<file path="src/rtl/dpio_pkg.sv">
package dpio_pkg;

   // bit of the control register that routes the shared location
   localparam int unsigned CTL_ROUTE_BIT = 2;
   // lowest bit of the auxiliary-line mode code
   localparam int unsigned AUX_CODE_LSB  = 3;
   localparam int unsigned AUX_CODE_W    = 3;
   // number of control bits that are stored
   localparam int unsigned CTL_KEEP_W    = AUX_CODE_LSB + AUX_CODE_W;
   // register-select width: one port bit, one control bit
   localparam int unsigned RSEL_W        = 2;
   localparam int unsigned PORT_COUNT    = 1 << (RSEL_W - 1);

   typedef enum logic [1:0] {
      TGT_NONE = 2'd0,
      TGT_DIR  = 2'd1,
      TGT_OUT  = 2'd2,
      TGT_CTL  = 2'd3
   } tgt_e;

   // auxiliary-line level for a mode code; only the manual code drives
   function automatic logic aux_level(input logic [AUX_CODE_W-1:0] code,
                                      input logic idle);
      if (code[2:1] == 2'b11) return code[0];
      return idle;
   endfunction

endpackage

</file>
<file path="src/rtl/dpio_bus_decode.sv">
module dpio_bus_decode
   import dpio_pkg::*;
#(
   parameter int unsigned NPORT = PORT_COUNT
) (
   input  logic              clk,
   input  logic              rst_n,
   input  logic              cs_a,
   input  logic              cs_b,
   input  logic              cs_n,
   input  logic              rw,
   input  logic [RSEL_W-1:0] rsel,
   input  logic              stb,
   input  logic [NPORT-1:0]  route_bits,
   output logic              rd_act,
   output logic              port_idx,
   output tgt_e              tgt,
   output logic [NPORT-1:0]  wr_dir,
   output logic [NPORT-1:0]  wr_out,
   output logic [NPORT-1:0]  wr_ctl
);

   initial begin
      if (NPORT != 2) $error("dpio_bus_decode: exactly two ports are supported");
   end

   logic chip_sel;
   logic wr_cyc;

   assign chip_sel = cs_a & cs_b & ~cs_n;
   assign wr_cyc   = chip_sel & ~rw & stb;
   assign rd_act   = chip_sel & rw;
   assign port_idx = rsel[1];

   always_comb begin
      if (!chip_sel)            tgt = TGT_NONE;
      else if (rsel[0])         tgt = TGT_CTL;
      else if (route_bits[port_idx]) tgt = TGT_OUT;
      else                      tgt = TGT_DIR;
   end

   for (genvar p = 0; p < NPORT; p++) begin : g_wen
      logic hit;
      assign hit       = wr_cyc && (port_idx == p[0]);
      assign wr_dir[p] = hit && (tgt == TGT_DIR);
      assign wr_out[p] = hit && (tgt == TGT_OUT);
      assign wr_ctl[p] = hit && (tgt == TGT_CTL);
   end


   wen_onehot_chk: assert property (@(posedge clk) disable iff (!rst_n)
      $onehot0({wr_dir, wr_out, wr_ctl}));


   wen_strobe_chk: assert property (@(posedge clk) disable iff (!rst_n)
      (!stb || rw) |-> ({wr_dir, wr_out, wr_ctl} == '0));

endmodule

</file>
<file path="src/rtl/dpio_port_bank.sv">
module dpio_port_bank
   import dpio_pkg::*;
#(
   parameter int unsigned W        = 8,
   parameter bit          AUX_IDLE = 1'b0
) (
   input  logic                  clk,
   input  logic                  rst_n,
   input  logic                  wr_dir,
   input  logic                  wr_out,
   input  logic                  wr_ctl,
   input  logic [W-1:0]          wdata,
   input  logic [W-1:0]          pin_in,
   output logic [W-1:0]          dir_q,
   output logic [W-1:0]          out_q,
   output logic [CTL_KEEP_W-1:0] ctl_q,
   output logic [W-1:0]          data_view,
   output logic                  route,
   output logic                  aux
);

   initial begin
      if (W < CTL_KEEP_W) $error("dpio_port_bank: W must hold the control bits");
   end

   always_ff @(posedge clk) begin
      if (!rst_n) begin
         dir_q <= '0;
         out_q <= '0;
         ctl_q <= '0;
      end else begin
         if (wr_dir) dir_q <= wdata;
         if (wr_out) out_q <= wdata;
         if (wr_ctl) ctl_q <= wdata[CTL_KEEP_W-1:0];
      end
   end

   // per-pin read merge: input pins read live, output pins read the register
   for (genvar b = 0; b < W; b++) begin : g_pin
      assign data_view[b] = dir_q[b] ? out_q[b] : pin_in[b];
   end

   assign route = ctl_q[CTL_ROUTE_BIT];

   // auxiliary line: level set by idle parameter when not in manual mode
   if (AUX_IDLE) begin : g_aux_hi
      assign aux = aux_level(ctl_q[AUX_CODE_LSB +: AUX_CODE_W], 1'b1);
   end else begin : g_aux_lo
      assign aux = aux_level(ctl_q[AUX_CODE_LSB +: AUX_CODE_W], 1'b0);
   end


   dir_hold_chk: assert property (@(posedge clk) disable iff (!rst_n)
      !wr_dir |=> $stable(dir_q));


   out_hold_chk: assert property (@(posedge clk) disable iff (!rst_n)
      !wr_out |=> $stable(out_q));


   aux_quiet_chk: assert property (@(posedge clk) disable iff (!rst_n)
      (!wr_ctl && $stable(rst_n)) |=> $stable(aux));


   reset_clear_chk: assert property (@(posedge clk)
      !rst_n |=> (dir_q == '0 && out_q == '0 && ctl_q == '0));

endmodule

</file>
<file path="src/rtl/dual_port_pio.sv">
module dual_port_pio
   import dpio_pkg::*;
#(
   parameter int unsigned DATA_W   = 8,
   parameter bit          AUX_IDLE = 1'b0
) (
   input  logic              clk,
   input  logic              rst_n,
   input  logic              cs_a,
   input  logic              cs_b,
   input  logic              cs_n,
   input  logic              rw,
   input  logic [RSEL_W-1:0] rsel,
   input  logic              stb,
   input  logic [DATA_W-1:0] wdata,
   output logic [DATA_W-1:0] rdata,
   input  logic [DATA_W-1:0] pa_in,
   output logic [DATA_W-1:0] pa_out,
   output logic [DATA_W-1:0] pa_oe,
   output logic              ca_line,
   input  logic [DATA_W-1:0] pb_in,
   output logic [DATA_W-1:0] pb_out,
   output logic [DATA_W-1:0] pb_oe,
   output logic              cb_line
);

   localparam int unsigned NP = PORT_COUNT;

   initial begin
      if (DATA_W < CTL_KEEP_W) $error("dual_port_pio: DATA_W too narrow");
   end

   logic                  rd_act;
   logic                  port_idx;
   tgt_e                  tgt;
   logic [NP-1:0]         wr_dir, wr_out, wr_ctl, route, aux;
   logic [DATA_W-1:0]     pin_in  [NP];
   logic [DATA_W-1:0]     dir_q   [NP];
   logic [DATA_W-1:0]     out_q   [NP];
   logic [DATA_W-1:0]     view    [NP];
   logic [CTL_KEEP_W-1:0] ctl_q   [NP];

   dpio_bus_decode #(.NPORT(NP)) u_dec (
      .clk        (clk),
      .rst_n      (rst_n),
      .cs_a       (cs_a),
      .cs_b       (cs_b),
      .cs_n       (cs_n),
      .rw         (rw),
      .rsel       (rsel),
      .stb        (stb),
      .route_bits (route),
      .rd_act     (rd_act),
      .port_idx   (port_idx),
      .tgt        (tgt),
      .wr_dir     (wr_dir),
      .wr_out     (wr_out),
      .wr_ctl     (wr_ctl)
   );

   assign pin_in[0] = pa_in;
   assign pin_in[1] = pb_in;

   for (genvar p = 0; p < NP; p++) begin : g_port
      dpio_port_bank #(.W(DATA_W), .AUX_IDLE(AUX_IDLE)) u_bank (
         .clk       (clk),
         .rst_n     (rst_n),
         .wr_dir    (wr_dir[p]),
         .wr_out    (wr_out[p]),
         .wr_ctl    (wr_ctl[p]),
         .wdata     (wdata),
         .pin_in    (pin_in[p]),
         .dir_q     (dir_q[p]),
         .out_q     (out_q[p]),
         .ctl_q     (ctl_q[p]),
         .data_view (view[p]),
         .route     (route[p]),
         .aux       (aux[p])
      );
   end

   assign pa_out  = out_q[0];
   assign pa_oe   = dir_q[0];
   assign ca_line = aux[0];
   assign pb_out  = out_q[1];
   assign pb_oe   = dir_q[1];
   assign cb_line = aux[1];

   always_comb begin
      rdata = '0;
      if (rd_act) begin
         unique case (tgt)
            TGT_CTL: rdata = DATA_W'(ctl_q[port_idx]);
            TGT_OUT: rdata = view[port_idx];
            TGT_DIR: rdata = dir_q[port_idx];
            default: rdata = '0;
         endcase
      end
   end


   unselected_hold_chk: assert property (@(posedge clk) disable iff (!rst_n)
      !(cs_a && cs_b && !cs_n) |=> ($stable(pa_oe) && $stable(pa_out) &&
                                    $stable(pb_oe) && $stable(pb_out)));


   rd_idle_chk: assert property (@(posedge clk) disable iff (!rst_n)
      !(cs_a && cs_b && !cs_n && rw) |-> (rdata == '0));


   port_isolation_chk: assert property (@(posedge clk) disable iff (!rst_n)
      (cs_a && cs_b && !cs_n && !rw && stb && !rsel[1])
         |=> ($stable(pb_oe) && $stable(pb_out) && $stable(cb_line)));

endmodule

</file>
<file path="config.mk">
export PLATFORM = sky130hd
export DESIGN_NAME = dual_port_pio
export DESIGN_NICKNAME = d
export VERILOG_FILES = /design/src/rtl/dpio_pkg.sv /design/src/rtl/dpio_bus_decode.sv /design/src/rtl/dpio_port_bank.sv /design/src/rtl/dual_port_pio.sv
export SDC_FILE = /design/constraint.sdc
export NUM_CORES = 1
export LEC_CHECK = 0
export ABC_AREA = 0
export BUFFER_PORTS_ARGS = -buffer_cell sky130_fd_sc_hd__buf_2
export CAP_MARGIN = 20
export CORE_MARGIN = 3
export CORE_UTILIZATION = 45
export CTS_CLUSTER_SIZE = 8
export DETAILED_ROUTE_END_ITERATION = 12
export HOLD_SLACK_MARGIN = 0.05
export PLACE_DENSITY = 0.72
export SKIP_CTS_REPAIR_TIMING = 1
export SLEW_MARGIN = 15
export SYNTH_ARGS = -nofsm -noshare
export SYNTH_HDL_FRONTEND = slang
export SYNTH_HIERARCHICAL = 1
export SYNTH_SLANG_ARGS = --single-unit
</file>
<file path="constraint.sdc">
create_clock -name clk -period 1.9 [get_ports clk]
set_clock_uncertainty 0.2 [all_clocks]
set_input_delay 0.095 -clock clk [delete_from_list [all_inputs] [get_ports clk]]
set_output_delay 0.095 -clock clk [all_outputs]
set_load 0.01 [all_outputs]
</file>
# Word-level counts from Yosys, hierarchy flattened
# Cells that the tools add are included.
# totals
register_bits	44
latch_bits	0
mem_bits_rw	0
mem_bits_ro	0
in_bits	33
output_inout_bits	42
wordCells	68
n_memories	0
# classes
add_sub_neg	0
multipliers	0
div_mod_pow	0
order_cmp	2
n_eq_ne	5
shifts	0
muxes	38
n_bitwise	9
n_reduce_logical	8
# ops
operator	n
two-way mux 8 bit	7
two-way mux 1 bit	24
case mux 8 bit (3 select lines)	1
two-way mux 6 bit	3
== test 2 bit, second input constant	4
logical AND 1 bit	8
two-way mux 2 bit	3
bitwise AND 1 bit	5
NOT 1 bit	3
== test 2 x 1 -> 1 bit, second input constant	1
>= comparator 2 bit, second input constant	1
< comparator 1 x 2 -> 1 bit, second input constant	1
NOT 1 -> 2 bit	1

# Depth between registers and ports, before layout
# depth
word_depth	8
ltp_mapped	6
depth_no_buf	5

# By module
# Netlist, hierarchy kept.
# modules_own_cells
module	n_inst	cells_per_inst	area_each_um2	seq_area_each_um2
dpio_port_bank	2	81	942.2	440.4
dual_port_pio	1	46	409.1	0.0
dpio_bus_decode	1	17	115.1	0.0

# Least setup slack after synthesis
# OpenSTA, ideal clock, no wires.
# synth_path
path_kind	register to output
from	register g_port[0].u_bank.ctl_q[2]
to	output rdata[6]
arrival_time_ns	1.451
required_ns	1.605
slack_ns	0.154
stages_incl_launch_ff	6
n_path_buf	0
cell_sequence	dfxtp_1 -> mux2_4 -> a21oi_1 -> and2b_1 -> a22oi_1 -> a211oi_1
# synth_between
elab_chain_len	8
word_cells_on_any_way	10
cone_classes	eq/ne: 3; mux: 7
# synth_lines
item	line	rtl
start, declared	dpio_port_bank.sv:16	output logic [CTL_KEEP_W-1:0] ctl_q,
start signal, assigned	dpio_port_bank.sv:34	if (wr_ctl) ctl_q <= wdata[CTL_KEEP_W-1:0];
two-way mux 1 bit (implied by the code) * (2 in series)	dpio_bus_decode.sv:38	else if (route_bits[port_idx]) tgt = TGT_OUT;
two-way mux 2 bit *	dpio_bus_decode.sv:38	
two-way mux 2 bit *	dpio_bus_decode.sv:37	else if (rsel[0]) tgt = TGT_CTL;
two-way mux 2 bit *	dpio_bus_decode.sv:36	if (!chip_sel) tgt = TGT_NONE;
net tgt[0]	dual_port_pio.sv:35	tgt_e tgt;
== test 2 x 1 -> 1 bit or == test 2 bit (tied branches)	dual_port_pio.sv:92	unique case (tgt)
case mux 8 bit (3 select lines) *	dual_port_pio.sv:92	
two-way mux 8 bit *	dual_port_pio.sv:91	if (rd_act) begin
end, declared	dual_port_pio.sv:16	output logic [DATA_W-1:0] rdata,
# Mark *: on every way through the listed nets, which the timed path passes. The rest lies on a longest branch. The select of a mux whose other input is x is not followed.

# Worst setup path after layout
# Ends and elaborated chain as after synthesis.

==> metrics.txt <==
Core Box Area 5140 sq um; reg2reg path depth 6; Hold Path Class in -> reg; Max Slew Vio Count 0; 1st-pass router iterations 4; VDD IR-drop max 0.481 mV; drt via density 4.96; global-route wire length before repair 8.96 mm; synthesized flop and latch total 44; ANT nets after route 0; H-tree depth 2; Mapped Cells 225; DR WL/cell 14.9 um; final setup violation count 8; Initial Util 46.9%; CTS tree built; GRT overflow 0; most common cell in the netlist mux2i_1; hpwl dp 4.15 mm; Final Hold Fails 0; initial antenna violation count 0; largest cells by area after synthesis dfxtp_1, mux2i_1, nor2b_1, mux2_2, buf_6; Residual DRC 0; synth-to-layout area growth 33.2%; crit-path max FO 3; highest clock rate 477 MHz; Crit Path Class reg -> out; Clock Pin Slew Worst Setup and Hold Paths 0.08 ns; Root Buffer clkbuf_8; CTS Buf Count 5; largest net degree at the start of global routing 45; Die Span X 79.2 um; synth warn 6; outcome complete, but fails checks; Post-Route WL 5.81 mm; Unique masters post-synth 28; Hold Path Stages 2; CP Capture Type output pin; die area 6270 sq um; Worst-Skew Late Latency 0.29 ns; # rows 26; gpl congestion 0.747; Final WS setup -0.197 ns; layout cell share with drive strength beyond 1 44.9%; Tmin final 2.10 ns; via count 1938; I/O pin cnt 75; Post-synth top flop dfxtp_1; port buffer count 74; CP arrival 1.80 ns; syn_nets 258; pwr dens 534 nW/um^2; Tcrit/Tclk final 110%; Power Total 1.71 mW; area share of the largest cell type after synthesis 36.6%; DR iter-0 viols 73; number of global-route vias before repair 1867; RSZ-0062 raised after global routing true; maxcap violations 0; failing checks setup timing; share of the yosys chip area belonging to registers 36.6%; Antenna Cells 0; Rel. slew slack 60.7%; Post-layout nets 353; gr usage total 18.1%; clock sink count 44; cell area after synthesis 2410 sq um; DP Worst Slack -0.0118 ns; Worst-Margin Slew 0.590 ns; Synth top cells by count mux2i_1, dfxtp_1, nor2b_1, mux2_2; post-synth top area cell dfxtp_1; syn_area_per_cell 10.7 sq um; CP required 1.60 ns; static leakage power 1.30 nW; Die H 79.2 um; startpoint types flop; FFs w/ async S/R, synth 0%; clock buffer depth 2; EDFF count, synth 0
[critical path, cell delays in order (launching register included)]
cell	delay [ns]
dfxtp_2	0.33
mux2_4	0.28
a21oi_4	0.16
and2b_2	0.21
buf_6	0.11
a221oi_2	0.05
a211oi_2	0.20
buf_2	0.16
[layout by cell type (no fill, tap or decap), types with 2 or more instances in the layout]
cell type      Yosys  final
dfxtp_1           44     42
clkbuf_8           1      6
mux2i_1           63     62
inv_1              3      3
nor3_1             2      2
buf_4              5     19
nor2_1             2      2
buf_6              5      3
dlygate4sd3_1      0      8
o221ai_2           0      6
mux2_2            16     16
clkbuf_1           0      2
and3_1             2      2
dfxtp_2            0      2
nor4_4             0      2
or2_1              6      6
buf_2              4     74
nand3b_1           2      2
nand2_4            0      2
nor4_2             0      2
mux2_4             2      2
nor2b_1           44     44
[layout make-up]
cell class / count / area, sq um
Sequential cell: 44 / 883
Clock buffer: 8 / 90.1
Inverter: 3 / 11.3
Timing Repair Buffer: 104 / 627
Fill cell: 464 / 1930
Tap cell: 70 / 87.6
Multi-Input combinational cell: 162 / 1510
[cell families after synthesis]
kind of cell,Yosys count,share of synthesized area (%)
multiplexers,82,35.4
AND/OR/NAND/NOR,68,17.6
buffers and inverters,19,6.60
flip-flops,44,36.6
AO/OA/AOI/OAI,12,3.90
[layer usage]
layer	vias up	track usage, %	share of wire (%)
li1	983	-	-
met1	901	23.5	46
met2	49	30.4	48
met3	5	4.31	5.5
met4	0	4.12	0.53
met5	-	0	0
[per-stage QoR]
step / utilization, % / hold slack, ns / area, sq um / TNS (ns) / cells
2_1_floorplan: - / 0.0232 / 2410 / 0 / 225
3_3_place_gp: 56.5 / 0.211 / 2900 / 0 / 374
3_5_place_dp: 56.5 / 0.220 / 2900 / -0.0167 / 374
4_1_cts: 58.2 / -0.0887 / 2990 / -2.31 / 382
5_1_grt: 62.4 / 0.194 / 3210 / -1.62 / 391
6_report: 62.4 / 0.162 / 3210 / -0.989 / 391
[final timing paths]
kind	start	end	slack [ns]
setup / recovery	g_port[0].u_bank/ctl_q[2]	rdata[6]	-0.20
hold / removal	rst_n	g_port[0].u_bank/ctl_q[2]	0.16
setup reg to reg	g_port[0].u_bank/ctl_q[2]	g_port[1].u_bank/dir_q[0]	0.12
hold reg to reg	g_port[0].u_bank/ctl_q[1]	g_port[0].u_bank/ctl_q[1]	0.32
[power by group]
group | switching (mW) | internal, mW | leakage, nW | total, mW
Clock | 0.306 | 0.297 | 0.0455 | 0.603
Sequential | 0.00222 | 0.923 | 0.355 | 0.926
Combinational | 0.0856 | 0.0987 | 0.898 | 0.184
[flip-flops by register name, summed over array words and instances (netlist names)]
register and flops:
g_port.u_bank/ctl_q 12, g_port.u_bank/out_q 16, g_port.u_bank/dir_q 16
Power figures use the tool's default switching activity.
